**config.mk**
```make
export PLATFORM = sky130hd
export DESIGN_NAME = spi_paced_host
export DESIGN_NICKNAME = d
export VERILOG_FILES = /design/src/rtl/spi_ph_pkg.sv /design/src/rtl/spi_ph_cnt.sv /design/src/rtl/spi_ph_shift.sv /design/src/rtl/spi_paced_host.sv
export SDC_FILE = /design/constraint.sdc
export NUM_CORES = 1
export LEC_CHECK = 0
export BUFFER_PORTS_ARGS = -buffer_cell sky130_fd_sc_hd__buf_2
export CORE_ASPECT_RATIO = 2
export CORE_UTILIZATION = 58
export DETAILED_ROUTE_END_ITERATION = 10
export PLACE_DENSITY = 0.85
export REMOVE_ABC_BUFFERS = 1
export SYNTH_ARGS = -nofsm -noshare
export SYNTH_HDL_FRONTEND = slang
export SYNTH_SLANG_ARGS = --single-unit
```
**constraint.sdc**
```tcl
create_clock -name clk -period 3.1 [get_ports clk]
set_input_delay 0.465 -clock clk [delete_from_list [all_inputs] [get_ports clk]]
set_output_delay 0.465 -clock clk [all_outputs]
set_load 0.02 [all_outputs]
```
**src/rtl/spi_ph_pkg.sv**
```systemverilog
package spi_ph_pkg;

  typedef enum logic [1:0] {
    ST_IDLE = 2'd0,
    ST_XFER = 2'd1,
    ST_GAP  = 2'd2
  } st_t;

  typedef struct packed {
    logic lsb;
    logic cpol;
    logic cpha;
    logic keep_ss;
  } mode_t;

endpackage

```
**src/rtl/spi_ph_cnt.sv**
```systemverilog
// Loadable down-counter that holds at zero; used for SCK half-periods and gaps.
module spi_ph_cnt #(
  parameter int W = 8
) (
  input  logic         clk,
  input  logic         rst_n,
  input  logic         load,
  input  logic [W-1:0] load_val,
  input  logic         en,
  output logic [W-1:0] cnt
);
  logic [W-1:0] cnt_d;

  always_comb begin
    cnt_d = cnt;
    if (load)                 cnt_d = load_val;
    else if (en && cnt != '0) cnt_d = cnt - 1'b1;
  end

  always_ff @(posedge clk or negedge rst_n) begin
    if (!rst_n) cnt <= '0;
    else        cnt <= cnt_d;
  end
endmodule

```
**src/rtl/spi_ph_shift.sv**
```systemverilog
// Transmit and receive shift registers with selectable bit order.
module spi_ph_shift #(
  parameter int BITS = 8
) (
  input  logic            clk,
  input  logic            rst_n,
  input  logic            load,
  input  logic [BITS-1:0] load_data,
  input  logic            lsb,
  input  logic            shift_tx,
  input  logic            sample,
  input  logic            miso,
  output logic            mosi,
  output logic [BITS-1:0] rx
);
  logic [BITS-1:0] tx_q, tx_d, rx_d;

  always_comb begin
    tx_d = tx_q;
    if (load)          tx_d = load_data;
    else if (shift_tx) tx_d = lsb ? (tx_q >> 1) : (tx_q << 1);
    rx_d = rx;
    if (sample) rx_d = lsb ? {miso, rx[BITS-1:1]} : {rx[BITS-2:0], miso};
  end

  always_ff @(posedge clk or negedge rst_n) begin
    if (!rst_n) begin
      tx_q <= '0;
      rx   <= '0;
    end else begin
      tx_q <= tx_d;
      rx   <= rx_d;
    end
  end

  assign mosi = lsb ? tx_q[0] : tx_q[BITS-1];
endmodule

```
**src/rtl/spi_paced_host.sv**
```systemverilog
module spi_paced_host #(
  parameter int DIV_W = 8,
  parameter int GAP_W = 12
) (
  input  logic             clk,
  input  logic             rst_n,
  input  logic             cfg_lsb_first,
  input  logic             cfg_cpol,
  input  logic             cfg_cpha,
  input  logic             cfg_keep_ss,
  input  logic             cfg_auto_rd,
  input  logic [DIV_W-1:0] cfg_half_div,
  input  logic [GAP_W-1:0] cfg_wr_gap,
  input  logic [GAP_W-1:0] cfg_rd_gap,
  input  logic             req_valid,
  input  logic             req_rd,
  input  logic [7:0]       req_data,
  output logic             req_ready,
  output logic             done,
  output logic [7:0]       rx_data,
  output logic             busy,
  input  logic             pend_n,
  output logic             sck,
  output logic             ss_n,
  output logic             mosi,
  input  logic             miso
);
  import spi_ph_pkg::*;

  localparam int BITS  = 8;
  localparam int EDGES = 2 * BITS;
  localparam int EW    = $clog2(EDGES + 1);
  localparam logic [BITS-1:0] FILLER = '1;

  st_t              st_q, st_d;
  mode_t            mode_q, mode_live;
  logic [DIV_W-1:0] div_q;
  logic [GAP_W-1:0] wgap_q, rgap_q, gap_pick;
  logic             rd_q;
  logic [EW-1:0]    eidx_q, eidx_d;
  logic             sck_q, sck_d, ss_q, ss_d, done_q;
  logic [DIV_W-1:0] hc_cnt, hc_val;
  logic [GAP_W-1:0] gc_cnt;
  logic             idle, auto_go, start, start_rd;
  logic             tick, edge_go, sample_go, shift_go, fin, hc_load;

  function automatic logic [DIV_W-1:0] half_m1(input logic [DIV_W-1:0] d);
    return (d == '0) ? '0 : d - 1'b1;
  endfunction

  always_comb begin
    mode_live.lsb     = cfg_lsb_first;
    mode_live.cpol    = cfg_cpol;
    mode_live.cpha    = cfg_cpha;
    mode_live.keep_ss = cfg_keep_ss;
  end

  // Request arbitration: pending-driven reads win over user requests
  assign idle     = (st_q == ST_IDLE);
  assign auto_go  = idle && cfg_auto_rd && !pend_n;
  assign start    = idle && (auto_go || req_valid);
  assign start_rd = auto_go || req_rd;

  // Edge sequencing: 16 SCK edges, then one trailing half-period before done
  assign tick      = (st_q == ST_XFER) && (hc_cnt == '0);
  assign edge_go   = tick && (eidx_q != EW'(EDGES));
  assign fin       = tick && (eidx_q == EW'(EDGES));
  assign sample_go = edge_go && (eidx_q[0] == mode_q.cpha);
  assign shift_go  = edge_go && (eidx_q[0] != mode_q.cpha) && (eidx_q != '0);
  assign gap_pick  = rd_q ? rgap_q : wgap_q;

  assign hc_load = start || (tick && !fin);
  assign hc_val  = start ? half_m1(cfg_half_div) : half_m1(div_q);

  spi_ph_cnt #(.W(DIV_W)) u_half (
    .clk(clk), .rst_n(rst_n), .load(hc_load), .load_val(hc_val),
    .en(st_q == ST_XFER), .cnt(hc_cnt)
  );

  spi_ph_cnt #(.W(GAP_W)) u_gap (
    .clk(clk), .rst_n(rst_n), .load(fin), .load_val(gap_pick),
    .en(st_q == ST_GAP), .cnt(gc_cnt)
  );

  spi_ph_shift #(.BITS(BITS)) u_shift (
    .clk(clk), .rst_n(rst_n), .load(start),
    .load_data(start_rd ? FILLER : req_data),
    .lsb(mode_q.lsb), .shift_tx(shift_go), .sample(sample_go),
    .miso(miso), .mosi(mosi), .rx(rx_data)
  );

  always_comb begin
    st_d   = st_q;
    eidx_d = eidx_q;
    sck_d  = sck_q;
    ss_d   = ss_q;
    unique case (st_q)
      ST_IDLE: begin
        sck_d = cfg_cpol;
        if (!cfg_keep_ss) ss_d = 1'b1;
        if (start) begin
          st_d   = ST_XFER;
          eidx_d = '0;
          ss_d   = 1'b0;
        end
      end
      ST_XFER: begin
        if (edge_go) begin
          sck_d  = ~sck_q;
          eidx_d = eidx_q + 1'b1;
        end
        if (fin) begin
          st_d = (gap_pick == '0) ? ST_IDLE : ST_GAP;
          ss_d = ~mode_q.keep_ss;
        end
      end
      ST_GAP: begin
        if (gc_cnt <= GAP_W'(1)) st_d = ST_IDLE;
      end
      default: st_d = ST_IDLE;
    endcase
  end

  always_ff @(posedge clk or negedge rst_n) begin
    if (!rst_n) begin
      st_q   <= ST_IDLE;
      eidx_q <= '0;
      sck_q  <= 1'b0;
      ss_q   <= 1'b1;
      done_q <= 1'b0;
      rd_q   <= 1'b0;
      mode_q <= '0;
      div_q  <= '0;
      wgap_q <= '0;
      rgap_q <= '0;
    end else begin
      st_q   <= st_d;
      eidx_q <= eidx_d;
      sck_q  <= sck_d;
      ss_q   <= ss_d;
      done_q <= fin;
      if (start) rd_q <= start_rd;
      if (idle) begin
        mode_q <= mode_live;
        div_q  <= cfg_half_div;
        wgap_q <= cfg_wr_gap;
        rgap_q <= cfg_rd_gap;
      end
    end
  end

  assign req_ready = idle && !auto_go;
  assign busy      = !idle;
  assign done      = done_q;
  assign sck       = sck_q;
  assign ss_n      = ss_q;
endmodule

```
-- Word-level counts from Yosys, hierarchy flattened
Cells that the tools add are included.
- output and inout bits: 14
- flip-flop bits (word level): 82
- logic and storage cells: 99
- $lt $le $gt $ge: 1
- eq/ne operators: 11
- reduce and logical (&&, ||, !) cells: 36
- mux-type cells: 28
- add/sub/neg operators: 5
- bitwise gates (word level): 2
- operators by type and width (cell ; number):
    $mux 8 ; 10
    $mux 12 ; 3
    $logic_not 8->1 ; 3
    $sub 8x1->8 const B ; 3
    $logic_and 1x1->1 ; 13
    $le 12x1->1 const B ; 1
    $logic_not 12->1 ; 1
    $reduce_bool 12->1 ; 1
    $sub 12x1->12 const B ; 1
    $mux 5 ; 2
    $pmux 5 s2 ; 1
    $reduce_and 3->1 ; 3
    $mux 2 ; 4
    $reduce_bool 2->1 ; 4
    $reduce_bool 8->1 ; 1
    $ne 2x2->1 const B ; 3
    $pmux 2 s3 ; 1
    $add 5x1->5 const B ; 1
    $eq 5x5->1 const B ; 1
    $mux 1 ; 5
    $ne 5x5->1 const B ; 1
    $reduce_bool 5->1 ; 1
    $logic_not 1->1 ; 4
    $pmux 1 s2 ; 2
    10 further kinds ; 13

-- Depth between registers and ports, before layout
Gate-level depths: netlist of run 1.
- word-level depth: 7
- depth in mapped cells: 10
- depth with buffers taken out: 7

-- Modules after synthesis
Synthesis of run 1 repeated with hierarchy kept, for this count alone.
- cell total of the unflattened synthesis: 459
- area, all modules: 4798.4 um2
- by module, submodules not included (module ; area each (um2) ; cells an instance ; times used):
    spi_paced_host ; 2600.0 ; 228 ; 1
    spi_ph_shift ; 867.1 ; 81 ; 1
    spi_ph_cnt at u_gap ; 790.8 ; 90 ; 1
    spi_ph_cnt at u_half ; 540.5 ; 60 ; 1

-- Worst setup path after synthesis of run 1
No wires, ideal clock.
- kind: register to register
- start: reg eidx_q[0]
- end: reg u_shift.rx[5]
- path buffers: 3
- data required time: 3.023 ns
- arrival: 1.782 ns
- stages on the path, launching flop included: 11
- slack: 1.240 ns
- cells stage by stage: dfrtp_1 > inv_1 > ha_1 > and4bb_2 > and4b_1 > buf_2 > and2_1 > buf_2 > buf_6 > nor2_1 > a21oi_1
- word-level cells in the longest chain between the ends: 3
- elaborated cells between the ends (all ways): 4
- classes of those cells: 2 x eq/ne; 2 x reduce/logical
- ends and longest elaborated chain (what ; line ; text):
    start, declared ; spi_paced_host.sv:40 ; logic [EW-1:0] eidx_q, eidx_d;
    start signal, assigned ; spi_paced_host.sv:138 ; eidx_q <= eidx_d;
    $ne 5x5->1 ; spi_paced_host.sv:66 ; assign edge_go = tick && (eidx_q != EW'(EDGES));
    $logic_and 1x1->1 ; spi_paced_host.sv:66 ;
    $logic_and 1x1->1 (*) ; spi_paced_host.sv:68 ; assign sample_go = edge_go && (eidx_q[0] == mode_q.cpha);
    end signal, assigned ; spi_ph_shift.sv:32 ; rx <= rx_d;
    end, declared ; spi_ph_shift.sv:14 ; output logic [BITS-1:0] rx
Mark *: on every way between the ends. The rest lies on a longest branch, timed or not.
A chain may end at the register's enable or synchronous reset.

-- Worst setup path after layout of run 1
- start: reg st_q[1]
- end: reg u_shift.tx_q[3]
- word-level cells in the longest chain between the ends: 6
- elaborated cells between the ends (all ways): 14
- classes of those cells: 1 x eq/ne; 2 x mux; 11 x reduce/logical
- ends and longest elaborated chain (what ; line ; text):
    start, declared ; spi_paced_host.sv:35 ; st_t st_q, st_d;
    start signal, assigned ; spi_paced_host.sv:137 ; st_q <= st_d;
    $logic_not 2->1 or $eq 2x1->1 (tied branches) ; spi_paced_host.sv:59, spi_paced_host.sv:65 ;
    $logic_and 1x1->1, on equally long branches ; spi_paced_host.sv:60, spi_paced_host.sv:65 ;
    $logic_and 1x1->1, on equally long branches ; spi_paced_host.sv:60, spi_paced_host.sv:66 ;
    $logic_or 1x1->1, or another cell as far along ; spi_paced_host.sv:62 ; assign start_rd = auto_go || req_rd;
    $mux 8, or another cell as far along ; spi_paced_host.sv:87 ; .load_data(start_rd ? FILLER : req_data),
    $mux 8 or $reduce_bool 2->1 (tied branches) ; -- ;
    end signal, assigned ; spi_ph_shift.sv:31 ; tx_q <= tx_d;
    end, declared ; spi_ph_shift.sv:16 ; logic [BITS-1:0] tx_q, tx_d, rx_d;
Several ways; a longest one is shown, not always the timed one.

==> results.tsv, run 1 <==
metric	value	unit
Worst Path Buf+Inv	0	
Design Area, Final	5120	sq um
hold bufs inserted after CTS	0	
number of top-level design ports	65	
Max Slew Vio Count	0	
GRT busiest layer	met2	
Arrival @ worst endpoint	2.67	ns
critical path cell sequence	nor4b_2 > nand2_1 > o41ai_4 > o221ai_1 > o21ai_0	
vias in the first global route	3691	
grt met3 use	5.25	%
Critical Path RT	3.36	ns
Die H	126	microns
Worst Tran Pin Value	1.04	ns
P per Cell Area	414	nW/um^2
Hold WC Path Type	in2async	
Post-synth EDFFs	0	
post-DR wirelength/cell	16.6	microns
GRT Total Usage	26.4	%
fmax	414	MHz
commonest non-fill, non-tap cell in the layout	dfrtp_1	
Yosys warnings	0	
max_slew headroom	31.0	%
final critical-path share of the clock period	77.9	%
RSZ-0062 raised after global routing	false	
Core Area	7320	sq um
Avg Inst Size Synth	10.3	sq um
I/O Buffers	64	
row cnt	44	
total chip power	0.00212	W
Min Clock Period, post-route	2.41	ns
Reg area	2050	sq um
final cell count without fillers	591	
crit path kind	reg2reg	
Crit Path Max Fanout	16	
drc violations	0	
placed inst area	4850	sq um
Starting Density	60.9	%
Die X-Extent	64.0	microns
Netlist Area Pre-Place	4460	sq um
gr ovfl total	0	
NetSw	0.000479	W
clock power share	45.9	%
deepest clock path buffer count	2	
Max IR drop VDD	0.000376	V
clk root buf	clkbuf_16	
CP delay by family, top	compound AO/OA/AOI/OAI gates	
Resize count post-CTS	0	
Fillers	586	
global placer's final weighted congestion	0.929	
Seq/Total Area, Yosys	46.1	%
TritonCTS Buffers	9	
multi-input logic area	2240	sq um
Detailed Routing Iterations Pass 1	4	
Comb power frac	3.6	%
switching share of power	22.6	%
post-synthesis instance total	432	
internal power	0.00164	W
critical path capture point type	flop	
Final Skew	0.00924	ns
CP startpoint kind	flop	
Final setup viols	0	
Sequential Power Share	50.5	%
FFs w/ async S/R, synth	100	%
Detailed Route WL	9800	microns
post-DP HPWL	7140	microns
max incr delay on CP	0.71	ns
DIE AREA	8060	sq um
Clk Latency, worst-skew pair	0.34	ns
Detailed Route Iter0 Violations	210	
run status	finished clean	
clock sink count	82	
Vias/cell	6.09	
Yosys reg bits	82	
setup bufs post-CTS	0	
H-Tree Depth	3	
MaxCap Viol Count	0	
Via Count	3600	
Area Overhead vs Synth	15.0	%
met1 usage	25.9	%
most frequent cells in the layout	dfrtp_1 (81), buf_2 (63), nor2_1 (35), mux2_2 (35), nand2_1 (28)	
largest net degree at the start of global routing	83	
ANT cells	0	
static leakage	2.31	nW
final antenna-violating net count	0	
count of cell types in the netlist	53	
met2 Use GR	48.6	%
Slowest-stage cell, CP	o41ai_4	
initial antenna violation count	0	
global-route wire length before repair	16400	microns
CTS tree	built	
clock-pin slew on the worst setup and hold paths	0.06	ns
final core occ	70.0	%
share of layout cells above drive strength 1	26.3	%
Cells after DPL	575	
Main synth FF type	dfrtp_1	
endpoints failing hold	0	
nets	555	
==> layer usage <==
| layer | up-vias | part of all wire, % |
|---|---|---|
| met5 | - | 0 |
| met2 | 109 | 56 |
| met3 | 33 | 4.2 |
| li1 | 1714 | - |
| met1 | 1744 | 36 |
| met4 | 0 | 4.0 |
==> cell type report <==
type                    instances  share of cell area, %
clock buffers                  10                   4.47
inverters                      21                   1.54
repair buffers                 69                   7.03
flip-flops and latches         82                   40.1
well taps                      92                   2.25
multi-input cells             311                   43.8
clock inverters                 6                  0.854
==> power by group through the flow <==
stage                     Clock [W]  Sequential (W)  Combinational, W
after floorplan                   0         0.00109         0.0000144
after global placement            0         0.00109         0.0000742
after detailed placement          0         0.00109         0.0000764
after CTS                  0.000992         0.00107         0.0000770
after global routing        0.00102         0.00107         0.0000854
final                      0.000975         0.00107         0.0000758
==> per-stage QoR <==
stage               hold slack (ns)  worst slack (ns)  setup TNS [ns]
CTS                           0.336             0.719               0
global route                  0.350             0.486               0
finish                        0.289             0.685               0
global placement              0.489             0.911               0
floorplan                     0.169            -0.646           -7.32
detailed placement            0.503             0.805               0
==> logic make-up (layout without fill, tap and decap cells) <==
logic type	Yosys count	after routing	synth area share, %
adder cells (fa/ha/maj)	10	10	2.81
flip-flops	82	82	46.1
XOR/XNOR	14	14	2.75
buffers and inverters	39	106	3.76
multiplexers	56	56	13.6
AND/OR/NAND/NOR	129	129	15.3
AO/OA/AOI/OAI	102	102	15.8
==> worst paths after layout <==
path                               start               to  slack (ns)  cells past startpoint
setup / recovery                 st_q[1]  u_shift.tx_q[3]        0.69                      5
hold / removal                     rst_n    u_shift.rx[5]        0.29                      1
setup reg to reg                 st_q[1]  u_shift.tx_q[3]        0.69                      5
hold reg to reg                mode_q[0]        mode_q[0]        0.52                      1
max in group asynchronous          rst_n        eidx_q[3]        2.13                      1
min in group clk           cfg_rd_gap[8]        rgap_q[8]        0.35                      2
==> cell usage after synthesis, types with 3 or more instances <==
cell      count  area share [%]
clkbuf_1     10            0.84
nor2_1       36             3.0
a21boi_0      4            0.67
nor4_1       13             1.8
mux2_2       35             8.8
o21ai_0      21             2.4
nand4_1       6            0.84
nand2_1      28             2.4
nor3_1       10             1.1
a21oi_1      23             2.6
a31oi_1       3            0.42
inv_1        21             1.8
buf_2         5            0.56
mux2i_1      21             4.7
xor2_1        7             1.4
dfrtp_1      81              45
nand3b_1      3            0.51
a211oi_1      9             1.5
nor2b_1      12             1.7
nand3_1       3            0.34
nand2b_1      4            0.56
ha_1         10             2.8
o221ai_1     12             2.4
o21a_1        3            0.51
o211ai_1      7             1.2
xnor2_1       7             1.4
==> sequential cells by signal, indices dropped and copies added (netlist names), 5 cells and up <==
signal and count:
rgap_q 12, u_gap.cnt 12, wgap_q 12, div_q 8
u_half.cnt 8, u_shift.rx 8, u_shift.tx_q 8, eidx_q 5
==> worst register-to-register path, delay by kind of cell (launching register included) <==
family          cells  cell delay, ns
simple gates        2            0.74
flops               1            0.49
compound gates      3            1.12
Note: power is estimated with default switching activity, not from simulation.
==> run 2, diff against run 1 <==
Settings changed: CORE_UTILIZATION 58 to 52, PLACE_DENSITY 0.85 to 0.81.
Clock period 3.1 ns to 2.13 ns, I/O delays scaled along.
==> run 2 against run 1 <==
Register-to-register slack got worse by 0.57 ns. Sequential cell count did not move. Non-clock buffer count rose by 13. Fmax rose by 20%. Sequential share of layout area fell by 1.6 points. Critical path type unchanged. Final area rose by 4.1%. Largest power group is now the clock network. Sequential power rose by 46%. Clock-buffer cell count did not move. Global-route usage fell by 0.10 points. First-iteration DRC count rose by 23%. Hold slack got worse by 0.081 ns.
==> results.tsv, run 2 (synthesis gave the netlist of run 1 again) <==
metric	value	unit	change
run status	finished clean		
max incr delay on CP	0.47	ns	-0.24 ns
post-DR wirelength/cell	17.2	microns	+3.6%
Top Registers	rgap_q (12), u_gap.cnt (12), wgap_q (12)		
I/O Buffers	64		unchanged
Via Count	3660		+1.7%
largest net degree at the start of global routing	61		-27%
critical path capture point type	flop		
Sum Neg Setup Slack	0	ns	unchanged
Area Overhead vs Synth	19.6	%	
final core occ	64.3	%	-5.7 points
TritonCTS Buffers	9		unchanged
clock-pin slew on the worst setup and hold paths	0.06	ns	about the same
global placer's final weighted congestion	0.938		+0.97%
Die X-Extent	67.5	microns	+5.4%
DIE AREA	8970	sq um	+11%
Max IR drop VDD	0.000508	V	+35%
row cnt	47		+6.8%
setup bufs post-CTS	0		unchanged
placed inst area	4990	sq um	+2.8%
fmax	496	MHz	+20%
max_slew headroom	63.5	%	+33 points
RSZ-0062 raised after global routing	false		
Crit Path Max Fanout	16		unchanged
final antenna-violating net count	0		unchanged
Slowest-stage cell, CP	nor4_2		
Fillers	656		+12%
Max Slew Vio Count	0		unchanged
final critical-path share of the clock period	94.6	%	+17 points
ANT cells	0		unchanged
Clk Latency, worst-skew pair	0.34	ns	about the same
Critical Path RT	2.40	ns	-0.96 ns
Starting Density	53.8	%	-7.1 points
critical path cell sequence	buf_4 > nor4_2 > and4b_2 > and2_1 > buf_12 > nor2_1 > a21oi_1		
multi-input logic area	2260	sq um	+0.72%
P per Cell Area	624	nW/um^2	+51%
clk root buf	clkbuf_16		
Vias/cell	6.00		-1.5%
Die H	133	microns	+5.5%
Hold WC Path Type	in2reg		
drc violations	0		unchanged
Design Area, Final	5330	sq um	+4.1%
Final Skew	0.00723	ns	-0.00201 ns
CP delay by family, top	simple AND/OR/NAND/NOR gates		
global-route wire length before repair	17500	microns	+6.7%
Final setup viols	0		unchanged
Detailed Routing Iterations Pass 1	5		+1
nets	568		+2.3%
CP startpoint kind	flop		
Worst Tran Pin Value	0.546	ns	-0.489 ns
gr ovfl total	0		unchanged
endpoints failing hold	0		unchanged
post-DP HPWL	7860	microns	+10%
clock sink count	82		unchanged
Arrival @ worst endpoint	2.28	ns	-0.39 ns
share of layout cells above drive strength 1	28.3	%	+2.1 points
initial antenna violation count	0		unchanged
crit path kind	reg2reg		
static leakage	2.43	nW	+5.1%
most frequent cells in the layout	dfrtp_1 (81), buf_2 (63), nor2_1 (35), mux2_2 (35), nand2_1 (28)		
Detailed Route WL	10500	microns	+7.0%
GRT Total Usage	26.3	%	-0.10 points
Worst Path Buf+Inv	2		+2
vias in the first global route	3754		+1.7%
deepest clock path buffer count	2		unchanged
Min Clock Period, post-route	2.01	ns	-0.400 ns
CTS tree	built		
commonest non-fill, non-tap cell in the layout	dfrtp_1		
H-Tree Depth	3		unchanged
Core Area	8290	sq um	+13%
Detailed Route Iter0 Violations	258		+23%
Reg area	2050	sq um	unchanged
MaxCap Viol Count	0		unchanged
total chip power	0.00333	W	+57%
number of top-level design ports	65		unchanged
-- run 2: stage by stage --
stage / instances / setup slack (ns) / hold slack, ns
after CTS: 610 / 0.107 / 0.203
after global placement: 593 / 0.211 / 0.246
final: 610 / 0.116 / 0.209
after global routing: 610 / 0.00379 / 0.197
after detailed placement: 593 / 0.121 / 0.243
after floorplan: 414 / -1.62 / 0.0239
-- run 2: metal layers --
metal	vias to the layer above	routed length [microns]	track usage, %
met5	-	0	0
met4	0	446	13.9
met3	34	302	5.09
met2	100	6010	47.0
met1	1783	3730	27.3
li1	1743	-	-
-- run 2: worst paths after layout --
kind                               start            end  slack, ns  cells past startpoint
min in group asynchronous          rst_n  u_half.cnt[4]       0.42                      2
setup reg to reg           u_half.cnt[4]  u_shift.rx[5]       0.12                      7
max in group asynchronous          rst_n           ss_n       1.06                      3
hold reg to reg                mode_q[0]      mode_q[0]       0.52                      1
setup / recovery           u_half.cnt[4]  u_shift.rx[5]       0.12                      7
hold / removal             cfg_rd_gap[8]      rgap_q[8]       0.21                      2
-- run 2: final cells by class --
cell class | instances | share of cell area (%)
clock buffer | 10 | 4.29
tap | 98 | 2.30
sequential | 82 | 38.5
timing repair buffer | 82 | 9.34
inverter | 21 | 1.48
clock inverter | 6 | 1.69
multi-input combinational | 311 | 42.4
-- run 2: repair_timing --
action	in CTS	in global routing
endpoints found under the setup margin	0	10
gates resized for setup	0	3
hold endpoints to repair	22	0
hold buffers	1	0
-- run 2: report_power, final --
part	internal (W)	total, W	switching (W)
registers	0.00156	0.00156	0.00000120
clock network	0.00103	0.00165	0.000621
logic	0.0000499	0.000116	0.0000666
total	0.00264	0.00333	0.000689
